$ cat src/rtl/svpwm_pkg.sv
package svpwm_pkg;
  localparam int NPH = 3;
  localparam int PH_A = 0;
  localparam int PH_B = 1;
  localparam int PH_C = 2;
endpackage

$ cat src/rtl/svpwm_clarke.sv
module svpwm_clarke
  import svpwm_pkg::*;
#(
  parameter int W = 16,
  parameter int K = 28378
) (
  input  logic                clk,
  input  logic                rst,
  input  logic                en,
  input  logic signed [W-1:0] alpha,
  input  logic signed [W-1:0] beta,
  output logic signed [W+1:0] v [NPH]
);
  localparam int GW = W + 2;
  localparam logic signed [W:0]   KS  = (W+1)'(K);
  localparam logic signed [2*W:0] RND = (2*W+1)'(1) <<< (W-2);

  logic signed [2*W:0]  prod;
  logic signed [2*W:0]  prod_r;
  logic signed [GW-1:0] kb;
  logic signed [GW-1:0] a_ext;
  logic signed [GW-1:0] half;

  // sqrt(3)/2 * beta, rounded to nearest (ties up)
  assign prod   = beta * KS;
  assign prod_r = prod + RND;
  assign kb     = prod_r[2*W:W-1];
  assign a_ext  = {{2{alpha[W-1]}}, alpha};
  assign half   = a_ext >>> 1;

  always_ff @(posedge clk) begin
    if (rst) begin
      for (int i = 0; i < NPH; i++) v[i] <= '0;
    end else if (en) begin
      v[PH_A] <= a_ext;
      v[PH_B] <= kb - half;
      v[PH_C] <= -kb - half;
    end
  end

  AST_VA_PASS: assert property (@(posedge clk) disable iff (rst)
    en |=> v[PH_A] == {{2{$past(alpha[W-1])}}, $past(alpha)});
endmodule

$ cat src/rtl/svpwm_minmax.sv
module svpwm_minmax
  import svpwm_pkg::*;
#(
  parameter int GW = 18
) (
  input  logic                 clk,
  input  logic                 rst,
  input  logic                 en,
  input  logic signed [GW-1:0] v  [NPH],
  output logic signed [GW-1:0] p  [NPH],
  output logic signed [GW-1:0] mx,
  output logic signed [GW-1:0] mn
);
  logic signed [GW-1:0] mx_c;
  logic signed [GW-1:0] mn_c;

  always_comb begin
    mx_c = v[0];
    mn_c = v[0];
    for (int i = 1; i < NPH; i++) begin
      if (v[i] > mx_c) mx_c = v[i];
      if (v[i] < mn_c) mn_c = v[i];
    end
  end

  always_ff @(posedge clk) begin
    if (rst) begin
      for (int i = 0; i < NPH; i++) p[i] <= '0;
      mx <= '0;
      mn <= '0;
    end else if (en) begin
      for (int i = 0; i < NPH; i++) p[i] <= v[i];
      mx <= mx_c;
      mn <= mn_c;
    end
  end

  AST_EXTREMES_BOUND: assert property (@(posedge clk) disable iff (rst)
    en |=> (mn <= p[PH_A]) && (p[PH_A] <= mx) && (mn <= p[PH_B]) && (p[PH_B] <= mx)
        && (mn <= p[PH_C]) && (p[PH_C] <= mx));
endmodule

$ cat src/rtl/svpwm_inject.sv
module svpwm_inject
  import svpwm_pkg::*;
#(
  parameter int GW = 18
) (
  input  logic                 clk,
  input  logic                 rst,
  input  logic                 en,
  input  logic signed [GW-1:0] p  [NPH],
  input  logic signed [GW-1:0] mx,
  input  logic signed [GW-1:0] mn,
  output logic signed [GW-1:0] r  [NPH]
);
  logic signed [GW:0] sum;
  logic signed [GW:0] off;
  logic signed [GW:0] t [NPH];

  assign sum = mx + mn;
  assign off = -(sum >>> 1);

  for (genvar i = 0; i < NPH; i++) begin : g_shift
    assign t[i] = p[i] + off;
  end

  always_ff @(posedge clk) begin
    if (rst) begin
      for (int i = 0; i < NPH; i++) r[i] <= '0;
    end else if (en) begin
      for (int i = 0; i < NPH; i++) r[i] <= t[i][GW-1:0];
    end
  end

  // extremes of the shifted set, for the balance check
  logic signed [GW-1:0] rmx;
  logic signed [GW-1:0] rmn;
  logic signed [GW:0]   bal;
  always_comb begin
    rmx = r[0];
    rmn = r[0];
    for (int i = 1; i < NPH; i++) begin
      if (r[i] > rmx) rmx = r[i];
      if (r[i] < rmn) rmn = r[i];
    end
  end
  assign bal = rmx + rmn;

  AST_CM_BALANCED: assert property (@(posedge clk) disable iff (rst)
    en |=> (bal == 0) || (bal == 1));
endmodule

$ cat src/rtl/svpwm_scale.sv
module svpwm_scale
  import svpwm_pkg::*;
#(
  parameter int W  = 16,
  parameter int GW = 18,
  parameter int G  = 18919
) (
  input  logic                 clk,
  input  logic                 rst,
  input  logic                 en,
  input  logic signed [GW-1:0] r [NPH],
  output logic signed [W-1:0]  o [NPH]
);
  localparam int PW = GW + W + 1;
  localparam logic signed [W:0]    GS   = (W+1)'(G);
  localparam logic signed [PW-1:0] RND  = PW'(1) <<< (W-3);
  localparam logic signed [PW-1:0] MAXV = {{(PW-W+1){1'b0}}, {(W-1){1'b1}}};
  localparam logic signed [PW-1:0] MINV = {{(PW-W+1){1'b1}}, {(W-1){1'b0}}};

  for (genvar i = 0; i < NPH; i++) begin : g_ph
    logic signed [PW-1:0] prod;
    logic signed [PW-1:0] q;
    logic signed [W-1:0]  sat;

    assign prod = r[i] * GS;
    assign q    = (prod + RND) >>> (W-2);

    always_comb begin
      if (q > MAXV)      sat = MAXV[W-1:0];
      else if (q < MINV) sat = MINV[W-1:0];
      else               sat = q[W-1:0];
    end

    always_ff @(posedge clk) begin
      if (rst)     o[i] <= '0;
      else if (en) o[i] <= sat;
    end

    AST_NO_WRAP: assert property (@(posedge clk) disable iff (rst)
      en |=> (($past(r[i]) < 0) == (o[i] < 0)));
  end
endmodule

$ cat src/rtl/svpwm_refgen.sv
module svpwm_refgen
  import svpwm_pkg::*;
#(
  parameter int W = 16,
  parameter int K = 28378,
  parameter int G = 18919
) (
  input  logic                clk,
  input  logic                rst,
  input  logic                in_valid,
  output logic                in_ready,
  input  logic signed [W-1:0] alpha,
  input  logic signed [W-1:0] beta,
  output logic                out_valid,
  input  logic                out_ready,
  output logic signed [W-1:0] ref_a,
  output logic signed [W-1:0] ref_b,
  output logic signed [W-1:0] ref_c
);
  localparam int GW = W + 2;

  logic adv;
  logic v1, v2, v3;

  // whole pipe advances unless a result is waiting unaccepted
  assign adv      = !out_valid || out_ready;
  assign in_ready = adv;

  always_ff @(posedge clk) begin
    if (rst) begin
      v1        <= 1'b0;
      v2        <= 1'b0;
      v3        <= 1'b0;
      out_valid <= 1'b0;
    end else if (adv) begin
      v1        <= in_valid;
      v2        <= v1;
      v3        <= v2;
      out_valid <= v3;
    end
  end

  logic signed [GW-1:0] ph [NPH];
  logic signed [GW-1:0] pp [NPH];
  logic signed [GW-1:0] sh [NPH];
  logic signed [GW-1:0] mx, mn;
  logic signed [W-1:0]  o  [NPH];

  svpwm_clarke #(.W(W), .K(K)) u_clarke (
    .clk(clk), .rst(rst), .en(adv),
    .alpha(alpha), .beta(beta), .v(ph)
  );

  svpwm_minmax #(.GW(GW)) u_minmax (
    .clk(clk), .rst(rst), .en(adv),
    .v(ph), .p(pp), .mx(mx), .mn(mn)
  );

  svpwm_inject #(.GW(GW)) u_inject (
    .clk(clk), .rst(rst), .en(adv),
    .p(pp), .mx(mx), .mn(mn), .r(sh)
  );

  svpwm_scale #(.W(W), .GW(GW), .G(G)) u_scale (
    .clk(clk), .rst(rst), .en(adv && v3),
    .r(sh), .o(o)
  );

  assign ref_a = o[PH_A];
  assign ref_b = o[PH_B];
  assign ref_c = o[PH_C];

  AST_RESET_IDLE: assert property (@(posedge clk) disable iff (rst)
    $fell(rst) |-> !out_valid && ref_a == 0 && ref_b == 0 && ref_c == 0);
  AST_ACCEPT_ENTERS: assert property (@(posedge clk) disable iff (rst)
    in_valid && in_ready |=> v1);
  AST_STALL_HOLD: assert property (@(posedge clk) disable iff (rst)
    out_valid && !out_ready |=> out_valid && $stable(ref_a) && $stable(ref_b)
                               && $stable(ref_c));
  AST_IDLE_HOLD: assert property (@(posedge clk) disable iff (rst)
    !v3 |=> $stable(ref_a) && $stable(ref_b) && $stable(ref_c));
endmodule

$ cat config.mk
export PLATFORM = sky130hd
export DESIGN_NAME = svpwm_refgen
export DESIGN_NICKNAME = d
export VERILOG_FILES = /design/src/rtl/svpwm_pkg.sv /design/src/rtl/svpwm_clarke.sv /design/src/rtl/svpwm_minmax.sv /design/src/rtl/svpwm_inject.sv /design/src/rtl/svpwm_scale.sv /design/src/rtl/svpwm_refgen.sv
export SDC_FILE = /design/constraint.sdc
export NUM_CORES = 2
export LEC_CHECK = 0
export BUFFER_PORTS_ARGS = -buffer_cell sky130_fd_sc_hd__buf_4
export CAP_MARGIN = 20
export CORE_UTILIZATION = 40
export DETAILED_ROUTE_END_ITERATION = 6
export SYNTH_ARGS = -nofsm -noshare
export SYNTH_HDL_FRONTEND = slang
export SYNTH_HIERARCHICAL = 1
export SYNTH_SLANG_ARGS = --single-unit
$ cat constraint.sdc
create_clock -name clk -period 8.56 [get_ports clk]
set_clock_uncertainty 0.2 [all_clocks]
set_input_delay 0.856 -clock clk [delete_from_list [all_inputs] [get_ports clk]]
set_output_delay 0.856 -clock clk [all_outputs]
set_load 0.005 [all_outputs]
== Yosys cells after proc, flatten, opt, wreduce, memory -nomap -nowiden ==
Index checks and enable logic that the tools add are counted.
Storage, ports and cells
  output and inout port bits: 50
  bits in registers: 246
  word-level logic and storage cells: 57
  input port bits: 36
Cells by class
  add/subtract/negate cells: 12
  $mul: 4
  reduce and logical (&&, ||, !) cells: 3
  $lt $le $gt $ge: 10
  mux-type cells: 10
Operators by type and width (number)
  34-bit by 15-bit adder with 35-bit output (second input constant): 3
  18-bit by 16-bit multiplier with 34-bit output (second input constant): 3
  16-bit two-way mux: 6
  18-bit two-way mux: 4
  21-bit by 16-bit > comparator with 1-bit output (second input constant): 3
  21-bit by 16-bit less-than comparator with 1-bit output (second input constant): 3
  18-bit adder: 2
  18-bit negator: 2
  18-bit by 15-bit subtractor with 18-bit output: 2
  33-bit by 16-bit adder with 33-bit output (second input constant): 1
  16-bit by 15-bit multiplier with 31-bit output (second input constant): 1
  18-bit by 18-bit adder with 19-bit output: 1
  16-bit by 18-bit adder with 18-bit output: 1
  18-bit by 16-bit > comparator with 1-bit output: 1
  18-bit > comparator: 1
  18-bit by 16-bit less-than comparator with 1-bit output: 1
  18-bit less-than comparator: 1
  1-bit logical AND: 1
  1-bit logical NOT: 1
  1-bit logical OR: 1

== Depth between registers and ports, before layout ==
  depth in word-level cells: 5
  gate-level depth with buffers: 35
  gate-level depth less buffers: 34

== Hierarchy ==
Netlist, hierarchy kept.
By module, submodules not included
  svpwm_scale: seq. area each 960.9 sq um, instances 1, area an instance 21406.8 sq um, cells each 2454
  svpwm_clarke: seq. area each 1021.0 sq um, instances 1, area an instance 9476.6 sq um, cells each 1077
  svpwm_inject: seq. area each 1081.0 sq um, instances 1, area an instance 5391.4 sq um, cells each 665
  svpwm_minmax: seq. area each 1801.7 sq um, instances 1, area an instance 5281.3 sq um, cells each 585
  svpwm_refgen: seq. area each 80.1 sq um, instances 1, area an instance 168.9 sq um, cells each 16

== Worst setup path after synthesis ==
OpenSTA, ideal clock, no wires.
  path type: input to register
  from: input beta[14]
  to: register u_clarke/v[17] in the netlist's numbering
  data arrival time: 8.364 ns
  data required time: 8.265 ns
  setup slack: -0.099 ns
  cell stages on the path: 33
  buffers on the path: 1
  path through: inv_1 -> ha_1 -> fa_1 -> inv_1 -> fa_1 -> fa_1 -> fa_1 -> inv_1 -> fa_1 -> inv_1 -> ha_1 -> clkbuf_1 -> a21o_1 -> a31o_1 -> o21bai_1 -> a21oi_1 -> mux2_2 -> a2111o_2 -> nor4bb_1 -> xor2_1 -> ha_1 -> inv_1 -> ha_1 -> or2_2 -> a21o_1 -> inv_1 -> a31oi_1 -> a21oi_1 -> nor3b_1 -> a31oi_1 -> nand3_1 -> a211o_1 -> o311ai_1
Between the ends
  longest elaborated chain between the ends: 4
RTL lines
  start, declared: line svpwm_refgen.sv:13  | input logic signed [W-1:0] beta,
  16-bit by 15-bit multiplier with 31-bit output: line svpwm_clarke.sv:25  | assign prod = beta * KS;
  33-bit by 16-bit adder with 33-bit output: line svpwm_clarke.sv:26  | assign prod_r = prod + RND;
  18-bit negator: line svpwm_clarke.sv:37  | v[PH_C] <= -kb - half;
  18-bit by 15-bit subtractor with 18-bit output: line svpwm_clarke.sv:37
  end signal, assigned by index: line svpwm_clarke.sv:35  | v[PH_A] <= a_ext;
  end signal, assigned by index: line svpwm_clarke.sv:36  | v[PH_B] <= kb - half;
  end signal, assigned by index: line svpwm_clarke.sv:37
  end, declared: line svpwm_clarke.sv:12  | output logic signed [W+1:0] v [NPH]
No other way between the ends.
A chain may end at the register's enable or synchronous reset.

== Worst setup path after layout ==
  from: input beta[10]
  to: register u_clarke/v[17] in the netlist's numbering
The elaborated chain is that of the path after synthesis.

==> results.cfg <==
[status]
status = complete, no violations

[timing]
min_period_ps = 8250
fmax_mhz = 121
fin_ws_ps = 309
tightestPinTransition_ps = 949
slew_headroom_pct = 36.7
finalMaxSlewViolations = 0
fin_crit_sh_pct = 96.4
finalSetupViolations = 0
hold_viol = 0

[placed_design]
port-buffer-count = 85
dp.cells = 6325
place_congestion = 0.886
dp_hpwl_mm = 88.6
dp_slack_ps = -566

[logic_synthesis]
synth_top_area_share_pct = 21.5
synth_top_family_by_area = adder cells
ys_seq_area_share_pct = 11.9
synth_mux_area_share_pct = 4.01
syn-num-nets = 5967
synth_fa_ha_area_share_pct = 42.1
synth-compound-area-share_pct = 14.3
netlist_instances = 4797
synth_xor_area_share_pct = 5.08
ys_types = 119
yosysTopAreaCell = fa_1
ys_seq_elements = 247
yosys-top-cells-area = fa_1 21%, ha_1 21%, dfxtp_1 12%
syn_area_per_cell_um2 = 8.70
ys_warn_count = 6
synth_edf_count = 0
syn-cell-area_um2 = 41700
synth-simple-area-share_pct = 11.8
ys.flop_type = dfxtp_1
async_flop_share_pct = 0

[global_routing]
overflow = 0
grt.total_usage_pct = 20.1
grt_max_degree = 133
grt_antenna_before_repair = 0
grt_pass1_vias = 33200
grt_pass1_wl_mm = 174

[clock_network]
clock_path_buffers = 3
cts_num_sinks = 247
cts-root-buf = clkbuf_16
clk_pin_slew_ps = 60
cts_made_buffers = 34
cts_tree = yes
clk_latency_ps = 560
ctsHoldBuffers = 0
cts_max_level = 2

[critical_path]
crit_path_start_kind = primary input
critPathKind = primary input to flip-flop
r2r_end = u_scale/o[7]
reg2regPathDepth = 20
end_kind = flip-flop
path_common_cell = inv_1
r2r_start = u_inject/r[7]
critPathMaxStageDelay_ps = 550
cp_max_fo = 4
critPathRequiredTime_ps = 8810
cp.arrival_ps = 8500
worst_path_max_delay_cell = fa_1
r2r_slack_ps = 1290

[min_path]
whs_path_depth = 2
min-delay-start = v2
worst_hold_path_type = flip-flop to flip-flop
worstHoldEndpoint = v3

[floorplan]
die_h_um = 325
row_count = 118
floorplan.initialDensity_pct = 40.3
core_um2 = 103000
die_x_um = 325
die_area_um2 = 106000
ios = 86

[routing]
first_pass_iters = 7
wl_per_cell_um = 16.7
antenna_left = 0
drtIter0Drc = 1654
drc = 0
drt_wl_total_mm = 107
vias = 32800
viasPerCell = 5.14

[run]
max-cap-violations = 0

[final_layout]
layout_commonest_cell = inv_1
layout.nets = 6156
stdcell_count = 6391
final_cell_mix = 1032 x inv_1, 677 x ha_1, 446 x fa_1
area_growth_pct = 11.3
drive_gt1_share_pct = 9.74
filler_cell_count = 10100
antennaDiodeCount = 0
## routing by layer
metal / global-route usage, % / routed length, um / part of all wire, % / up-vias
met5: 0 / 0 / 0 / -
li1: - / - / - / 16300
met4: 3.90 / 1790 / 1.7 / 0
met1: 27.5 / 50700 / 48 / 15900
met3: 1.64 / 3140 / 2.9 / 85
met2: 34.6 / 51000 / 48 / 478
## cells in the mapped netlist, drive strengths merged (33+ instances only)
library cell,n
a211oi,48
a21o,78
a21oi,269
a31oi,46
and3,34
buf,33
clkbuf,101
dfxtp,247
fa,448
ha,686
inv,1036
mux2i,161
nand2,184
nand3,59
nand4,37
nor2,363
nor2b,34
nor3,62
nor3b,47
o21ai,111
or3,39
xnor2,160
xor2,78
## worst max-delay path by stage
| stage | startpoint | end | slack [ps] | depth (start not counted) |
|---|---|---|---|---|
| after detailed placement | beta[10] | u_clarke/v[17] | -570 | 36 |
| after CTS | beta[10] | u_clarke/v[17] | 30 | 37 |
| after floorplan | beta[9] | u_clarke/v[17] | 6 | 33 |
| after global routing | beta[11] | u_clarke/v[17] | -50 | 34 |
| final | beta[10] | u_clarke/v[17] | 310 | 35 |
| after global placement | beta[10] | u_clarke/v[17] | -470 | 36 |
## registers in the layout, summed over array words and instances, names as in the netlist
register	flops
u_inject/r	54
u_minmax/p	54
u_clarke/v	51
u_scale/o	48
u_minmax/mn	18
u_minmax/mx	18
out_valid	1
v1	1
v2	1
v3	1
## stage by stage
step / area [um^2] / TNS (ps) / util [%] / hold WS (ps)
2_1_floorplan: 41800 / 0 / - / 246
3_3_place_gp: 45000 / -2170 / 43.5 / 261
3_5_place_dp: 45000 / -3550 / 43.5 / 265
4_1_cts: 46200 / 0 / 44.6 / 273
5_1_grt: 46400 / -46.5 / 44.9 / 300
6_report: 46400 / 0 / 44.9 / 266
## critical path: cells and delay by family
| family | cells | cell delay [ps] |
|---|---|---|
| adders and majority gates | 9 | 3630 |
| AOI/OAI and AO/OA | 9 | 1560 |
| and+or+nand+nor | 7 | 1460 |
| xor gates and xnor gates | 1 | 220 |
| buffers and inverters | 9 | 780 |
## cells by family after synthesis
logic type               after synthesis
flip-flops                           247
buffers and inverters               1171
multiplexers                         166
adder cells (fa/ha/maj)             1136
AO/OA/AOI/OAI                        849
XOR/XNOR                             238
AND/OR/NAND/NOR                      990
## what timing repair did
action                     4_1_cts  5_1_grt
resized for setup                1       49
setup endpoints to repair        1       11
buffers inserted                 0        5
pin swaps                        0       29
## layout make-up
| cell class | count | area [um^2] | share of cell area (%) |
|---|---|---|---|
| multi-input cells | 3379 | 32500 | 70.1 |
| repair buffers | 287 | 2190 | 4.71 |
| flip-flops and latches | 247 | 4950 | 10.6 |
| clock inverters | 14 | 155 | 0.334 |
| well taps | 1380 | 1730 | 3.72 |
| clock buffers | 47 | 991 | 2.13 |
| inverters | 1037 | 3900 | 8.40 |
Power is not shown: default switching activity piles up to over one toggle a cycle in this logic, so the estimate is an artifact.
